<file path="src/rtl/gr_pkg.sv">
package gr_pkg;
  typedef enum logic [1:0] {
    ST_IDLE = 2'd0,
    ST_UP   = 2'd1,
    ST_HOLD = 2'd2,
    ST_DOWN = 2'd3
  } env_state_e;
endpackage

</file>
<file path="src/rtl/gr_env_ctrl.sv">
module gr_env_ctrl
  import gr_pkg::*;
#(
  parameter int IDX_W  = 7,
  parameter int RATE_W = 16
) (
  input  logic              clk_i,
  input  logic              rst_ni,
  input  logic              en_i,
  input  logic              req_i,
  input  logic [RATE_W-1:0] rate_i,
  input  logic              valid_i,
  output env_state_e        state_o,
  output logic [IDX_W-1:0]  idx_o
);
  localparam logic [IDX_W-1:0] IDX_MAX = '1;

  env_state_e        state_q, state_d;
  logic [IDX_W-1:0]  idx_q, idx_d;
  logic [RATE_W-1:0] cnt_q, cnt_d;
  logic              ramping, step;

  assign ramping = (state_q == ST_UP) || (state_q == ST_DOWN);
  // >= so a rate lowered mid-ramp never lets the counter wrap
  assign step    = ramping && valid_i && (cnt_q >= rate_i);

  always_comb begin
    cnt_d = cnt_q;
    if (!en_i || !ramping || step) cnt_d = '0;
    else if (valid_i)              cnt_d = cnt_q + 1'b1;
  end

  always_comb begin
    state_d = state_q;
    idx_d   = idx_q;
    if (!en_i) begin
      state_d = ST_IDLE;
      idx_d   = '0;
    end else begin
      unique case (state_q)
        ST_IDLE: if (req_i) begin
          state_d = ST_UP;
          idx_d   = '0;
        end
        ST_UP: if (step) begin
          if (idx_q == IDX_MAX) state_d = ST_HOLD;
          else                  idx_d   = idx_q + 1'b1;
        end
        ST_HOLD: if (!req_i) begin
          state_d = ST_DOWN;
          idx_d   = IDX_MAX;
        end
        ST_DOWN: if (step) begin
          if (idx_q == '0) state_d = ST_IDLE;
          else             idx_d   = idx_q - 1'b1;
        end
        default: state_d = ST_IDLE;
      endcase
    end
  end

  always_ff @(posedge clk_i or negedge rst_ni) begin
    if (!rst_ni) begin
      state_q <= ST_IDLE;
      idx_q   <= '0;
      cnt_q   <= '0;
    end else begin
      state_q <= state_d;
      idx_q   <= idx_d;
      cnt_q   <= cnt_d;
    end
  end

  assign state_o = state_q;
  assign idx_o   = idx_q;

  assert_up_step_R5: assert property (@(posedge clk_i) disable iff (!rst_ni)
    (en_i && state_q == ST_UP && step && idx_q != IDX_MAX) |=> (idx_q == $past(idx_q) + 1'b1));

  // cycles without a sample never move the index
  assert_no_gap_step_R5: assert property (@(posedge clk_i) disable iff (!rst_ni)
    (en_i && !valid_i) |=> (idx_q == $past(idx_q)));

  assert_hold_R8: assert property (@(posedge clk_i) disable iff (!rst_ni)
    (en_i && state_q == ST_HOLD && req_i) |=> (state_q == ST_HOLD));

  assert_down_end_R9: assert property (@(posedge clk_i) disable iff (!rst_ni)
    (en_i && state_q == ST_DOWN && step && idx_q == '0) |=> (state_q == ST_IDLE));

  assert_disable_R10: assert property (@(posedge clk_i) disable iff (!rst_ni)
    !en_i |=> (state_q == ST_IDLE && idx_q == '0));
endmodule

</file>
<file path="src/rtl/gr_env_shape.sv">
module gr_env_shape
  import gr_pkg::*;
#(
  parameter int IDX_W = 7
) (
  input  logic             en_i,
  input  logic             shape_i,
  input  env_state_e       state_i,
  input  logic [IDX_W-1:0] idx_i,
  output logic [IDX_W:0]   env_o
);
  localparam int           NUM_W = 3 * IDX_W + 3;
  localparam logic [IDX_W:0] FULL = {1'b1, {IDX_W{1'b0}}};

  logic [NUM_W-1:0] i_ext, sq, cube, num;
  logic [IDX_W:0]   sig_env, lin_env, ramp_env;

  // smoothstep 3x^2 - 2x^3 with x = idx / 2^IDX_W
  always_comb begin
    i_ext = NUM_W'(idx_i);
    sq    = i_ext * i_ext;
    cube  = sq * i_ext;
    num   = (sq * NUM_W'(3 * (1 << IDX_W))) - (cube << 1);
  end

  assign sig_env  = num[2*IDX_W +: IDX_W+1];
  assign lin_env  = {1'b0, idx_i};
  assign ramp_env = shape_i ? sig_env : lin_env;

  always_comb begin
    if (!en_i) env_o = FULL;
    else begin
      unique case (state_i)
        ST_IDLE: env_o = '0;
        ST_HOLD: env_o = FULL;
        default: env_o = ramp_env;
      endcase
    end
  end
endmodule

</file>
<file path="src/rtl/gr_gain_mul.sv">
module gr_gain_mul #(
  parameter int DATA_W = 16,
  parameter int GAIN_W = 11,
  parameter int IDX_W  = 7
) (
  input  logic              clk_i,
  input  logic              rst_ni,
  input  logic              valid_i,
  input  logic [DATA_W-1:0] data_i,
  input  logic [GAIN_W-1:0] gain_i,
  input  logic [IDX_W:0]    env_i,
  output logic              valid_o,
  output logic [DATA_W-1:0] data_o
);
  localparam int P1_W = DATA_W + GAIN_W + 1;
  localparam int P2_W = P1_W + IDX_W + 2;
  localparam logic signed [P2_W-1:0] MAX_V = P2_W'((2 ** (DATA_W - 1)) - 1);
  localparam logic signed [P2_W-1:0] MIN_V = P2_W'(-(2 ** (DATA_W - 1)));

  logic signed [P1_W-1:0]   p1, s1;
  logic signed [P2_W-1:0]   p2, s2;
  logic        [DATA_W-1:0] sat;

  always_comb begin
    p1 = $signed(data_i) * $signed({1'b0, gain_i});
    s1 = p1 >>> GAIN_W;
    p2 = s1 * $signed({1'b0, env_i});
    s2 = p2 >>> IDX_W;
    if (s2 > MAX_V)      sat = MAX_V[DATA_W-1:0];
    else if (s2 < MIN_V) sat = MIN_V[DATA_W-1:0];
    else                 sat = s2[DATA_W-1:0];
  end

  always_ff @(posedge clk_i or negedge rst_ni) begin
    if (!rst_ni) begin
      valid_o <= 1'b0;
      data_o  <= '0;
    end else begin
      valid_o <= valid_i;
      if (valid_i) data_o <= sat;
    end
  end

  assert_strobe_R2: assert property (@(posedge clk_i) disable iff (!rst_ni)
    valid_i |=> valid_o);

  assert_hold_out_R2: assert property (@(posedge clk_i) disable iff (!rst_ni)
    !valid_i |=> (!valid_o && $stable(data_o)));

  // non-negative factors never flip a non-negative sample negative
  assert_sign_R11: assert property (@(posedge clk_i) disable iff (!rst_ni)
    (valid_i && !data_i[DATA_W-1]) |=> !data_o[DATA_W-1]);
endmodule

</file>
<file path="src/rtl/gain_ramp_stage.sv">
module gain_ramp_stage
  import gr_pkg::*;
#(
  parameter int DATA_W = 16,
  parameter int GAIN_W = 11,
  parameter int IDX_W  = 7,
  parameter int RATE_W = 16
) (
  input  logic              clk_i,
  input  logic              rst_ni,
  input  logic              env_en_i,
  input  logic              ramp_req_i,
  input  logic              shape_i,
  input  logic [GAIN_W-1:0] gain_i,
  input  logic [RATE_W-1:0] rate_i,
  input  logic              valid_i,
  input  logic [DATA_W-1:0] data_i,
  output logic              valid_o,
  output logic [DATA_W-1:0] data_o
);
  env_state_e       state;
  logic [IDX_W-1:0] idx;
  logic [IDX_W:0]   env;

  gr_env_ctrl #(.IDX_W(IDX_W), .RATE_W(RATE_W)) u_ctrl (
    .clk_i   (clk_i),
    .rst_ni  (rst_ni),
    .en_i    (env_en_i),
    .req_i   (ramp_req_i),
    .rate_i  (rate_i),
    .valid_i (valid_i),
    .state_o (state),
    .idx_o   (idx)
  );

  gr_env_shape #(.IDX_W(IDX_W)) u_shape (
    .en_i    (env_en_i),
    .shape_i (shape_i),
    .state_i (state),
    .idx_i   (idx),
    .env_o   (env)
  );

  gr_gain_mul #(.DATA_W(DATA_W), .GAIN_W(GAIN_W), .IDX_W(IDX_W)) u_mul (
    .clk_i   (clk_i),
    .rst_ni  (rst_ni),
    .valid_i (valid_i),
    .data_i  (data_i),
    .gain_i  (gain_i),
    .env_i   (env),
    .valid_o (valid_o),
    .data_o  (data_o)
  );

  assert_idle_zero_R4: assert property (@(posedge clk_i) disable iff (!rst_ni)
    (valid_i && env_en_i && state == ST_IDLE) |=> (data_o == '0));
endmodule

</file>
<file path="config.mk">
export PLATFORM = sky130hd
export DESIGN_NAME = gain_ramp_stage
export DESIGN_NICKNAME = d
export VERILOG_FILES = /design/src/rtl/gr_pkg.sv /design/src/rtl/gr_env_ctrl.sv /design/src/rtl/gr_env_shape.sv /design/src/rtl/gr_gain_mul.sv /design/src/rtl/gain_ramp_stage.sv
export SDC_FILE = /design/constraint.sdc
export NUM_CORES = 1
export LEC_CHECK = 0
export ABC_CLOCK_PERIOD_IN_PS = 20800
export BUFFER_PORTS_ARGS = -buffer_cell sky130_fd_sc_hd__buf_4
export CORE_MARGIN = 5
export CORE_UTILIZATION = 50
export CTS_CLUSTER_SIZE = 30
export DETAILED_ROUTE_END_ITERATION = 10
export PLACE_DENSITY = 0.67
export SLEW_MARGIN = 5
export SYNTH_ARGS = -nofsm -noshare
export SYNTH_HDL_FRONTEND = slang
export SYNTH_SLANG_ARGS = --single-unit
</file>
<file path="constraint.sdc">
create_clock -name clk_i -period 20.8 [get_ports clk_i]
set_input_delay 3.12 -clock clk_i [delete_from_list [all_inputs] [get_ports clk_i]]
set_output_delay 3.12 -clock clk_i [all_outputs]
set_load 0.01 [all_outputs]
</file>
# After elaboration in Yosys (flattened, before gate mapping)
# Cells that the tools add are included.
# W data, S select, Z words.
# classes
order_cmp	3
mux	23
n_addsub	4
n_mul	5
n_eq_ne	12
reduce_logical	12
# ops
cell	n
$mux W16	4
$mux W7	7
$mul A16 B12 Y28	1
$pmux W7 S4	1
$mul A17 B9 Y26	1
$sub A22 B22 Y22	1
$mul A14 B7 Y21	1
$gt A19 B16 Y1 const B	1
$lt A19 B16 Y1 const B	1
$ne A3 B3 Y1 const B	6
$add A16 B1 Y16 const B	1
$ge A16 B16 Y1	1
$mux W8	2
$pmux W8 S2	1
$mul A14 B2 Y15 const B	1
$mul A7 B7 Y14	1
$mux W2	7
$reduce_and A6 Y1	2
$pmux W2 S4	1
$add A7 B1 Y7 const B	1
$eq A7 B7 Y1 const B	1
$logic_not A7 Y1	1
$sub A7 B1 Y7 const B	1
$ne A3 B2 Y1 const B	2
other kinds (7)	12
# word_totals
regBits	42
word_cells	64
output_inout_bits	17
input_bits	49

# Depth between registers and ports, before layout
# Gate-level depths: netlist of the first run.
# logic_depth
depth_word	10
depth_mapped	69
depth_no_buf	65

# Hierarchy
# Synthesis of the first run repeated with hierarchy kept, for this count alone.
# unflattened
hier_cells	2356
hier_area_um2	19864.1
# modules_own_cells
mod	seq_area_each_um2	instances	cells_each	area_each_um2
gr_gain_mul	425.4	1	1533	12864.8
gr_env_shape	0.0	1	610	5051.1
gr_env_ctrl	625.6	1	213	1948.1

# Least setup slack after synthesis of the first run
# OpenSTA, ideal clock, no wires.
# synth_path
path_kind	flip-flop to flip-flop
startpoint	register u_ctrl.idx_q[0], in the netlist u_ctrl.idx_o[0]
endpoint	register u_mul.data_o[0]
path_stages_with_launch	67
setup_time_ps	143
t_required_ps	20657
setup_slack_ps	5892
t_arrival_ps	14765
period_less_slack_ps	14908
n_path_buf	6
path_cell_list	dfrtp_1 > clkbuf_1 > clkbuf_1 > clkbuf_1 > nand3_1 > fa_1 > inv_1 > fa_1 > inv_1 > fa_1 > inv_1 > ha_1 > a21boi_0 > o21ai_0 > a21boi_0 > o21ai_0 > nand2b_1 > a21o_1 > [... 31 more ...] > fa_1 > inv_1 > fa_1 > inv_1 > ha_1 > clkbuf_1 > a21o_1 > a21o_1 > a21oi_1 > o21ai_0 > a21oi_1 > o21ai_0 > a41o_1 > xor2_1 > and2_1 > a32oi_2 > buf_6 > o221ai_2
# synth_between
elab_chain_len	10
elab_cells_between_ends	12
cone_classes	add/sub: 1; mul: 4; order compare: 2; mux: 5
# synth_rtl
element	line	rtl
start, declared	gr_env_ctrl.sv:19	logic [IDX_W-1:0] idx_q, idx_d;
start signal, assigned	gr_env_ctrl.sv:69	idx_q <= idx_d;
$mul A7 B7 Y14	gr_env_shape.sv:21	sq = i_ext * i_ext;
$mul A14 B2 Y15 / $mul A14 B7 Y21 (equally long branches)	gr_env_shape.sv:23, gr_env_shape.sv:22	
$sub A22 B22 Y22	gr_env_shape.sv:23	num = (sq * NUM_W'(3 * (1 << IDX_W))) - (cube << 1);
$mux W8 *	gr_env_shape.sv:28	assign ramp_env = shape_i ? sig_env : lin_env;
$pmux W8 S2 *	gr_env_shape.sv:33	unique case (state_i)
$mux W8 *	gr_env_shape.sv:31	if (!en_i) env_o = FULL;
$mul A17 B9 Y26 *	gr_gain_mul.sv:27	p2 = s1 * $signed({1'b0, env_i});
$lt A19 B16 Y1	gr_gain_mul.sv:30	else if (s2 < MIN_V) sat = MIN_V[DATA_W-1:0];
$mux W16	gr_gain_mul.sv:30	
$mux W16 *	gr_gain_mul.sv:29	if (s2 > MAX_V) sat = MAX_V[DATA_W-1:0];
end signal, assigned	gr_gain_mul.sv:40	if (valid_i) data_o <= sat;
end, declared	gr_gain_mul.sv:13	output logic [DATA_W-1:0] data_o
# Every way passes the cells marked *; elsewhere a longest branch is shown, timed or not.
# A chain may end at the register's enable or synchronous reset.

# Worst setup path after layout of the first run
# layout_path
startpoint	register u_ctrl.idx_q[6], in the netlist u_ctrl.idx_o[6]
endpoint	register u_mul.data_o[12]
# Same word-level chain as after synthesis.

==> flow_summary_export.csv, run 1 <==
group,metric,value,unit
placed_design,gp_congestion,0.858,
sta,min_period,16.90,ns
global_routing,grt_pass1_wl,70.7,mm
synth,syn_area,0.0186,mm^2
worst_setup_path,worstPathMaxFanout,23,
sta,period_share,0.813,
detailed_routing,drc_errors,0,
global_routing,met3_usage,0.0109,
placed_design,port_buffers,65,
worst_setup_path,start_kind,"flip-flop",
global_routing,grt_antenna_before_repair,0,
synth,yosys_most_used_dff,"dfrtp_1",
global_routing,met1_usage,0.275,
sta,hold_violations,0,
floorplan,core-area,0.0367,mm^2
final_layout,area_growth,5.25,%
worst_setup_path,arrival,17.02,ns
detailed_routing,first_pass_iters,5,
clocking,insertion_delay,0.29,ns
worst_setup_path,required,20.91,ns
synth,syn_area_per_cell,8.73,um^2
detailed_routing,drt_iter0_markers,626,
worst_setup_path,endpoint_kind,"flip-flop",
clocking,post_cts_resized,0,
sta,max_freq,0.0592,GHz
sta,fin_worst_skew,0.00670,ns
floorplan,die_h,203,um
sta,rsz0062_at_grt,"no",
final_layout,n_antenna_cell,0,
clocking,cts_buffers,5,
sta,setup_viol,0,
clocking,cts_max_level,2,
worst_setup_path,crit_top_cell,"fa_1",
placed_design,place_area,0.0195,mm^2
synth,synth_warnings,0,
synth,synth-seq-area-share,0.0564,
global_routing,grt_max_degree,43,
global_routing,met2_usage,0.365,
detailed_routing,wirelength,39.3,mm
placed_design,dp_hpwl,32.9,mm
synth,synth_cells,2134,
global_routing,overflow,0,
final_layout,filler_cell_count,3389,
floorplan,io-pin-count,66,
clocking,cts.sinks,42,
floorplan,die_area,0.0412,mm^2
detailed_routing,num_vias,13900,
final_layout,layout.nets,2746,
hold_path,min_path_type,"flip-flop to flip-flop",
final_layout,drive_gt1_frac,0.0583,
outcome,status,"completed",
sta,timing.slew.headroom,0.297,
clocking,cts_hold_buf,0,
worst_setup_path,cp_slowest_stage_delay,0.83,ns
clocking,clk_pin_slew,0.07,ns
synth,async_flop_share,1.00,
detailed_routing,routedWlPerCell,15.0,um
sta,worst_pin_slew,1.05,ns
worst_setup_path,crit_path_top_delay_cell,"a32oi_2",
floorplan,initial_utilization,0.508,
clocking,cts_tree,"built",
floorplan,die_w,203,um
final_layout,final_cell_mix,"inv_1, fa_1, ha_1",
global_routing,grt_usage,0.202,
global_routing,top_usage_layer,"met2",
run,maxCapViolCount,0,
synth,ys_ff_latch,42,
final_layout,final_common_cell,"inv_1",
worst_setup_path,critPathKind,"flip-flop to flip-flop",
clocking,cts_buffer_depth,2,
sta,setup-tns-final,0,ns
global_routing,grt_pass1_vias,14900,
final_layout,fin_area,0.0196,mm^2
sta,drv_slew,0,
synth,synth_edf_count,0,
detailed_routing,ant_nets,0,
synth,yosysUniqueCellTypes,77,
clocking,postCtsSetupRepairBufs,0,
detailed_routing,viasPerCell,5.32,
floorplan,rows,70,
clocking,cts-root-buf,"clkbuf_16",
[final cells by class]
type                       count  area, um^2  share of cell area
tap                          468         586              0.0299
clock buffer                   5         125             0.00638
timing repair buffer          69         518              0.0264
sequential                    42        1050              0.0536
clock inverter                 3        23.8             0.00121
inverter                     461        1730              0.0882
multi-input combinational   1563       15600               0.794
[per-stage QoR]
stage	setup slack, ns	hold slack (ns)	cells	utilization
floorplan	5.89	0.509	2135	-
global placement	4.44	0.552	2603	0.530
detailed placement	4.02	0.568	2603	0.530
CTS	3.94	0.583	2611	0.535
global route	2.46	0.608	2611	0.535
finish	3.90	0.572	2611	0.535
[routing by layer]
layer,share of wire,vias up
li1,-,6610
met1,0.45,6996
met2,0.52,231
met3,0.022,51
met4,0.015,0
met5,0,-
[sequential cells by signal (all words and copies together) (netlist names)]
signal          cells
u_mul.data_o       16
u_ctrl.cnt_q       16
u_ctrl.state_o      2
u_mul.valid_o       1
u_ctrl.idx_o        7
[Yosys cell counts (40+ instances only)]
master	count	share of area
inv_1	461	0.093
fa_1	335	0.36
ha_1	220	0.15
nand2_1	202	0.041
and2_1	158	0.053
nor2_1	130	0.026
a21oi_1	71	0.019
xnor2_1	67	0.031
clkbuf_1	66	0.013
xor2_1	48	0.023
dfrtp_1	42	0.056
a21o_1	40	0.016
[worst paths after layout]
check	from	end	slack [ns]	cells after the start
worst max register to register	u_ctrl.idx_o[6]	u_mul.data_o[12]	3.90	59
worst min-delay path	u_mul.data_o[2]	u_mul.data_o[2]	0.57	2
min in group asynchronous	rst_ni	u_ctrl.cnt_q[11]	2.82	1
worst max-delay path	u_ctrl.idx_o[6]	u_mul.data_o[12]	3.90	59
worst min register to register	u_mul.data_o[2]	u_mul.data_o[2]	0.57	2
max in group asynchronous	rst_ni	u_mul.data_o[13]	17.61	1
[worst max-delay path, delay by kind of cell, from the launching register on]
kind | cells | cell delay, ns
AND/OR/NAND/NOR | 8 | 1.56
XOR/XNOR | 7 | 1.87
adder cells (fa/ha/maj) | 16 | 7.13
AO/OA/AOI/OAI | 19 | 4.84
buffers and inverters | 9 | 0.52
flip-flops | 1 | 0.78
[cells by family after synthesis]
family | share of synthesized area
and+or+nand+nor | 0.172
adders and majority gates | 0.508
buffers and inverters | 0.108
AOI/OAI and AO/OA | 0.0922
xor gates and xnor gates | 0.0570
DFF | 0.0564
muxes | 0.00671
other | 0.000201
Power of run 1 is not shown: default switching activity piles up to over one toggle a cycle in this logic, so the estimate is an artifact.
==> run 2: changes to the inputs <==
--- a/config.mk
+++ b/config.mk
@@ -5,13 +5,13 @@
 export SDC_FILE = /design/constraint.sdc
 export NUM_CORES = 1
 export LEC_CHECK = 0
-export ABC_CLOCK_PERIOD_IN_PS = 20800
+export ABC_CLOCK_PERIOD_IN_PS = 15400
 export BUFFER_PORTS_ARGS = -buffer_cell sky130_fd_sc_hd__buf_4
 export CORE_MARGIN = 5
 export CORE_UTILIZATION = 50
 export CTS_CLUSTER_SIZE = 30
 export DETAILED_ROUTE_END_ITERATION = 10
-export PLACE_DENSITY = 0.67
+export PLACE_DENSITY = 0.69
 export SLEW_MARGIN = 5
 export SYNTH_ARGS = -nofsm -noshare
 export SYNTH_HDL_FRONTEND = slang
==> constraint.sdc (replaced) <==
create_clock -name clk_i -period 15.4 [get_ports clk_i]
set_input_delay 2.31 -clock clk_i [delete_from_list [all_inputs] [get_ports clk_i]]
set_output_delay 2.31 -clock clk_i [all_outputs]
set_load 0.01 [all_outputs]
==> run 2 against run 1 <==
  * Critical path depth grew 5
  * Routed wire length grew 2.0%
  * Sequential share of layout area shrank 0.11 points
  * Cell count grew 1.3%
  * Fmax grew 14%
  * Setup slack lost 3.3 ns
  * Utilization grew 1.1 points
  * Sequential cell count is the same
  * Global-route usage grew 0.16 points
  * Non-clock buffer count grew 33
  * Register-to-register slack lost 3.3 ns
==> flow_summary_export.csv, run 2 (synthesis results as in run 1) <==
group,metric,value,unit
worst_setup_path,crit_path_top_delay_cell,"fa_1",
final_layout,n_antenna_cell,0,
global_routing,grt_max_degree,43,
clocking,clk_pin_slew,0.06,ns
final_layout,drive_gt1_frac,0.0827,
sta,fin_worst_skew,0.00479,ns
clocking,cts_buffers,5,
worst_setup_path,start_kind,"flip-flop",
floorplan,die_area,0.0412,mm^2
worst_setup_path,worstPathMaxFanout,7,
global_routing,overflow,0,
run,maxCapViolCount,0,
detailed_routing,num_vias,14100,
floorplan,core-area,0.0367,mm^2
worst_setup_path,endpoint_kind,"flip-flop",
detailed_routing,viasPerCell,5.34,
final_layout,final_cells,2645,
detailed_routing,drt_iter0_markers,760,
floorplan,initial_utilization,0.508,
sta,hold_violations,0,
worst_setup_path,crit_top_cell,"fa_1",
placed_design,dp_hpwl,33.5,mm
worst_setup_path,crit_buf_inv,11,
clocking,cts_max_level,2,
global_routing,grt_pass1_wl,71.3,mm
sta,timing.slew.headroom,0.411,
final_layout,fin_area,0.0200,mm^2
final_layout,filler_cell_count,3364,
worst_setup_path,critPathKind,"flip-flop to flip-flop",
floorplan,die_h,203,um
sta,period_share,0.959,
detailed_routing,wirelength,40.0,mm
clocking,cts-root-buf,"clkbuf_16",
outcome,status,"completed",
floorplan,die_w,203,um
global_routing,grt_usage,0.203,
final_layout,multi_input_area,0.0157,mm^2
sta,max_freq,0.0677,GHz
sta,min_period,14.77,ns
final_layout,final_cell_mix,"inv_1, fa_1, ha_1",
sta,drv_slew,0,
sta,worst_pin_slew,0.879,ns
clocking,cts.sinks,42,
clocking,cts_tree,"built",
detailed_routing,first_pass_iters,5,
detailed_routing,drc_errors,0,
placed_design,gp_congestion,0.864,
worst_setup_path,cp_slowest_stage_delay,0.56,ns
floorplan,rows,70,
worst_setup_path,cp_top_family,"adder cells",
hold_path,min_path_type,"flip-flop to flip-flop",
final_layout,seqCellArea,0.00105,mm^2
global_routing,grt_pass1_vias,15200,
detailed_routing,routedWlPerCell,15.1,um
sta,setup_viol,0,
placed_design,dp_cells,2626,
floorplan,io-pin-count,66,
final_layout,final_common_cell,"inv_1",
sta,holdWs,0.580,ns
final_layout,layout.nets,2780,
detailed_routing,ant_nets,0,
clocking,cts_hold_buf,0,
final_layout,area_growth,7.47,%
clocking,cts_buffer_depth,2,
worst_setup_path,required,15.59,ns
placed_design,place_area,0.0196,mm^2
placed_design,port_buffers,65,
clocking,insertion_delay,0.29,ns
worst_setup_path,arrival,14.96,ns
global_routing,grt_antenna_before_repair,0,
## run 2: final timing paths
check                                  from                 to  slack, ns  depth (start not counted)
min reg2reg                u_ctrl.cnt_q[15]   u_ctrl.cnt_q[15]       0.58                          2
max reg2reg                 u_ctrl.idx_o[1]    u_mul.data_o[2]       0.63                         64
min in group asynchronous            rst_ni   u_ctrl.cnt_q[15]       2.00                          1
max                         u_ctrl.idx_o[1]    u_mul.data_o[2]       0.63                         64
max in group asynchronous            rst_ni  u_ctrl.state_o[0]      13.02                          1
min                        u_ctrl.cnt_q[15]   u_ctrl.cnt_q[15]       0.58                          2
## run 2: per-stage QoR
| stage | TNS (ns) | util | worst slack, ns |
|---|---|---|---|
| after floorplan | 0 | - | 0.492 |
| after global placement | 0 | 0.535 | 0.309 |
| after detailed placement | 0 | 0.535 | 0.0503 |
| after CTS | 0 | 0.540 | 0.00373 |
| after global routing | -0.308 | 0.546 | -0.0464 |
| final | 0 | 0.546 | 0.631 |
## run 2: what timing repair did
action,4_1_cts,5_1_grt
gates resized for setup,0,34
setup buffers,0,9
setup endpoints to repair,0,16
## run 2: metal layers
metal,up-vias,track usage,share of wire,wire [um]
met5,-,0,0,0
met4,0,0.0279,0.013,535
met3,40,0.0160,0.029,1150
met2,226,0.378,0.53,21100
met1,7169,0.267,0.43,17200
li1,6677,-,-,-
## run 2: final cells by class
| type | count | area share |
|---|---|---|
| timing repair buffer | 102 | 0.0390 |
| tap | 468 | 0.0292 |
| clock inverter | 3 | 0.00219 |
| clock buffer | 5 | 0.00625 |
| multi-input combinational | 1564 | 0.784 |
| inverter | 461 | 0.0864 |
| sequential | 42 | 0.0525 |
## run 2: worst min-delay path: cells and delay by family, from the launching register on
kind | cells | cell delay [ns]
xor+xnor | 1 | 0.08
flops | 1 | 0.39
simple gates | 1 | 0.07
Power of run 2 is left out for the same reason.
==> run 3: changes to the inputs <==
--- a/config.mk
+++ b/config.mk
@@ -5,8 +5,10 @@
 export SDC_FILE = /design/constraint.sdc
 export NUM_CORES = 1
 export LEC_CHECK = 0
+export ABC_AREA = 1
 export ABC_CLOCK_PERIOD_IN_PS = 15400
 export BUFFER_PORTS_ARGS = -buffer_cell sky130_fd_sc_hd__buf_4
+export CORE_ASPECT_RATIO = 2
 export CORE_MARGIN = 5
 export CORE_UTILIZATION = 50
 export CTS_CLUSTER_SIZE = 30
==> run 3 against run 2 <==
  * Die area grew 2.0%
  * First-iteration DRC count shrank 14%
  * Synthesized cell count grew 18%
  * Final area shrank 0.14%
  * Clock skew grew 0.0012 ns
  * Synthesized area grew 1.5%
  * Clock-buffer cell count grew 2
  * Setup slack gained 0.30 ns
  * Utilization shrank 0.94 points
  * Cell count grew 13%
  * Worst hold slack lost 0.063 ns
  * Via count grew 13%
==> flow_summary_export.csv, run 3 <==
group,metric,value,unit
worst_setup_path,crit_top_cell,"nand2_1",
detailed_routing,num_vias,15900,
worst_setup_path,required,15.56,ns
sta,hold_violations,0,
final_layout,final_cell_mix,"inv_1, nand2_1, fa_1",
sta,setup-tns-final,0,ns
final_layout,filler_cell_count,3611,
sta,drv_slew,0,
floorplan,io-pin-count,66,
outcome,status,"completed",
worst_setup_path,cp_top_family,"adder cells",
synth,syn_area_per_cell,7.51,um^2
synth,ys_ff_latch,42,
floorplan,rows,100,
global_routing,grt_usage,0.237,
synth,synth_top_area_frac,0.354,
clocking,insertion_delay,0.29,ns
detailed_routing,drc_errors,0,
global_routing,overflow,0,
detailed_routing,viasPerCell,5.30,
worst_setup_path,endpoint_kind,"flip-flop",
synth,synth_warnings,0,
floorplan,core-area,0.0373,mm^2
run,maxCapViolCount,0,
placed_design,dp_hpwl,42.9,mm
final_layout,area_growth,5.71,%
sta,setup_viol,0,
detailed_routing,routedWlPerCell,16.2,um
worst_setup_path,crit_buf_inv,14,
global_routing,grt_pass1_wl,81.3,mm
detailed_routing,first_pass_iters,5,
global_routing,met2_usage,0.505,
final_layout,n_antenna_cell,0,
floorplan,die_area,0.0421,mm^2
synth,yosys-top-cells-area,"fa_1, ha_1, inv_1, nand2_1, dfrtp_1",
detailed_routing,wirelength,48.5,mm
clocking,cts.sinks,42,
global_routing,met1_usage,0.205,
floorplan,die_h,285,um
sta,max_freq,0.0691,GHz
placed_design,port_buffers,65,
final_layout,final_common_cell,"inv_1",
synth,synth.most_common_cell,"inv_1",
global_routing,grt_max_degree,43,
worst_setup_path,worstPathMaxFanout,15,
floorplan,initial_utilization,0.507,
clocking,cts_hold_buf,0,
worst_setup_path,cp_slowest_stage_delay,0.61,ns
sta,period_share,0.940,
global_routing,met3_usage,0.0127,
clocking,cts_buffer_depth,2,
synth,yosysUniqueCellTypes,54,
sta,min_period,14.47,ns
global_routing,grt_antenna_before_repair,0,
sta,holdWs,0.517,ns
final_layout,fin_area,0.0200,mm^2
placed_design,place_area,0.0198,mm^2
clocking,cts-root-buf,"clkbuf_16",
worst_setup_path,critPathKind,"flip-flop to flip-flop",
worst_setup_path,arrival,14.63,ns
synth,synth-seq-area-share,0.0556,
global_routing,top_usage_layer,"met2",
worst_setup_path,crit_path_top_delay_cell,"fa_1",
final_layout,drive_gt1_frac,0.0508,
sta,timing.slew.headroom,0.442,
detailed_routing,ant_nets,0,
global_routing,grt_pass1_vias,17800,
synth,syn_area,0.0189,mm^2
synth,async_flop_share,1.00,
worst_setup_path,start_kind,"flip-flop",
clocking,cts_buffers,5,
clocking,cts_max_level,2,
synth,yosysTopAreaCell,"fa_1",
synth,synth_edf_count,0,
hold_path,min_path_type,"flip-flop to flip-flop",
sta,fin_worst_skew,0.00595,ns
detailed_routing,drt_iter0_markers,653,
clocking,clk_pin_slew,0.06,ns
sta,worst_pin_slew,0.831,ns
final_layout,layout.nets,3143,
synth,synth_cells,2520,
floorplan,die_w,148,um
placed_design,gp_congestion,0.949,
synth,yosys_most_used_dff,"dfrtp_1",
synth,synthTopCellsByCount,"inv_1, nand2_1, fa_1",
clocking,cts_tree,"built",
run 3: per-stage QoR:
stage	std cells	utilization	setup slack, ns
after floorplan	2521	-	1.76
after global placement	2988	0.530	0.885
after detailed placement	2988	0.530	0.460
after CTS	2996	0.534	0.411
after global routing	2999	0.536	-0.0790
final	2999	0.536	0.929
run 3: kinds of logic (layout without fill, tap and decap cells):
family,after synthesis,count (layout),synth area share
buf+inv,733,752,0.147
xor+xnor,84,84,0.0389
compound gates,232,232,0.0724
simple gates,873,873,0.186
other cells,1,2,0.000198
flops,42,42,0.0556
fa+ha+maj,555,555,0.500
run 3: metal layers:
| layer | wire length (um) | vias up |
|---|---|---|
| li1 | - | 7504 |
| met1 | 14600 | 7841 |
| met2 | 29300 | 345 |
| met3 | 980 | 204 |
| met4 | 3600 | 0 |
| met5 | 0 | - |
run 3: area by class of cell:
type	instances	area [um^2]	area share
Clock buffer	7	143	0.00713
Sequential cell	42	1050	0.0527
Timing Repair Buffer	79	606	0.0303
Multi-Input combinational cell	1746	15100	0.756
Clock inverter	1	5.00	0.000250
Tap cell	459	574	0.0287
Inverter	665	2500	0.125
run 3: what timing repair did:
action	CTS	global route
endpoints found under the setup margin	0	16
setup buffers	0	3
gates resized for setup	0	11
run 3: worst reg2reg max path: cells and delay by family, from the launching register on:
family	cells	cell delay, ns
xor gates and xnor gates	3	0.90
AOI/OAI and AO/OA	10	1.83
and+or+nand+nor	22	2.62
DFF	1	0.49
adders and majority gates	16	7.55
buffers and inverters	14	0.96
run 3: path summary, 6_finish.rpt:
| path | start | to | slack, ns | cells past startpoint |
|---|---|---|---|---|
| max in group asynchronous | rst_ni | u_ctrl.idx_o[4] | 12.99 | 1 |
| worst min-delay path | u_mul.data_o[15] | u_mul.data_o[15] | 0.52 | 2 |
| worst min register to register | u_mul.data_o[15] | u_mul.data_o[15] | 0.52 | 2 |
| worst max register to register | u_ctrl.idx_o[5] | u_mul.data_o[9] | 0.93 | 65 |
| worst max-delay path | u_ctrl.idx_o[5] | u_mul.data_o[9] | 0.93 | 65 |
| min in group asynchronous | rst_ni | u_mul.data_o[14] | 2.00 | 1 |
Power of run 3 is left out for the same reason.
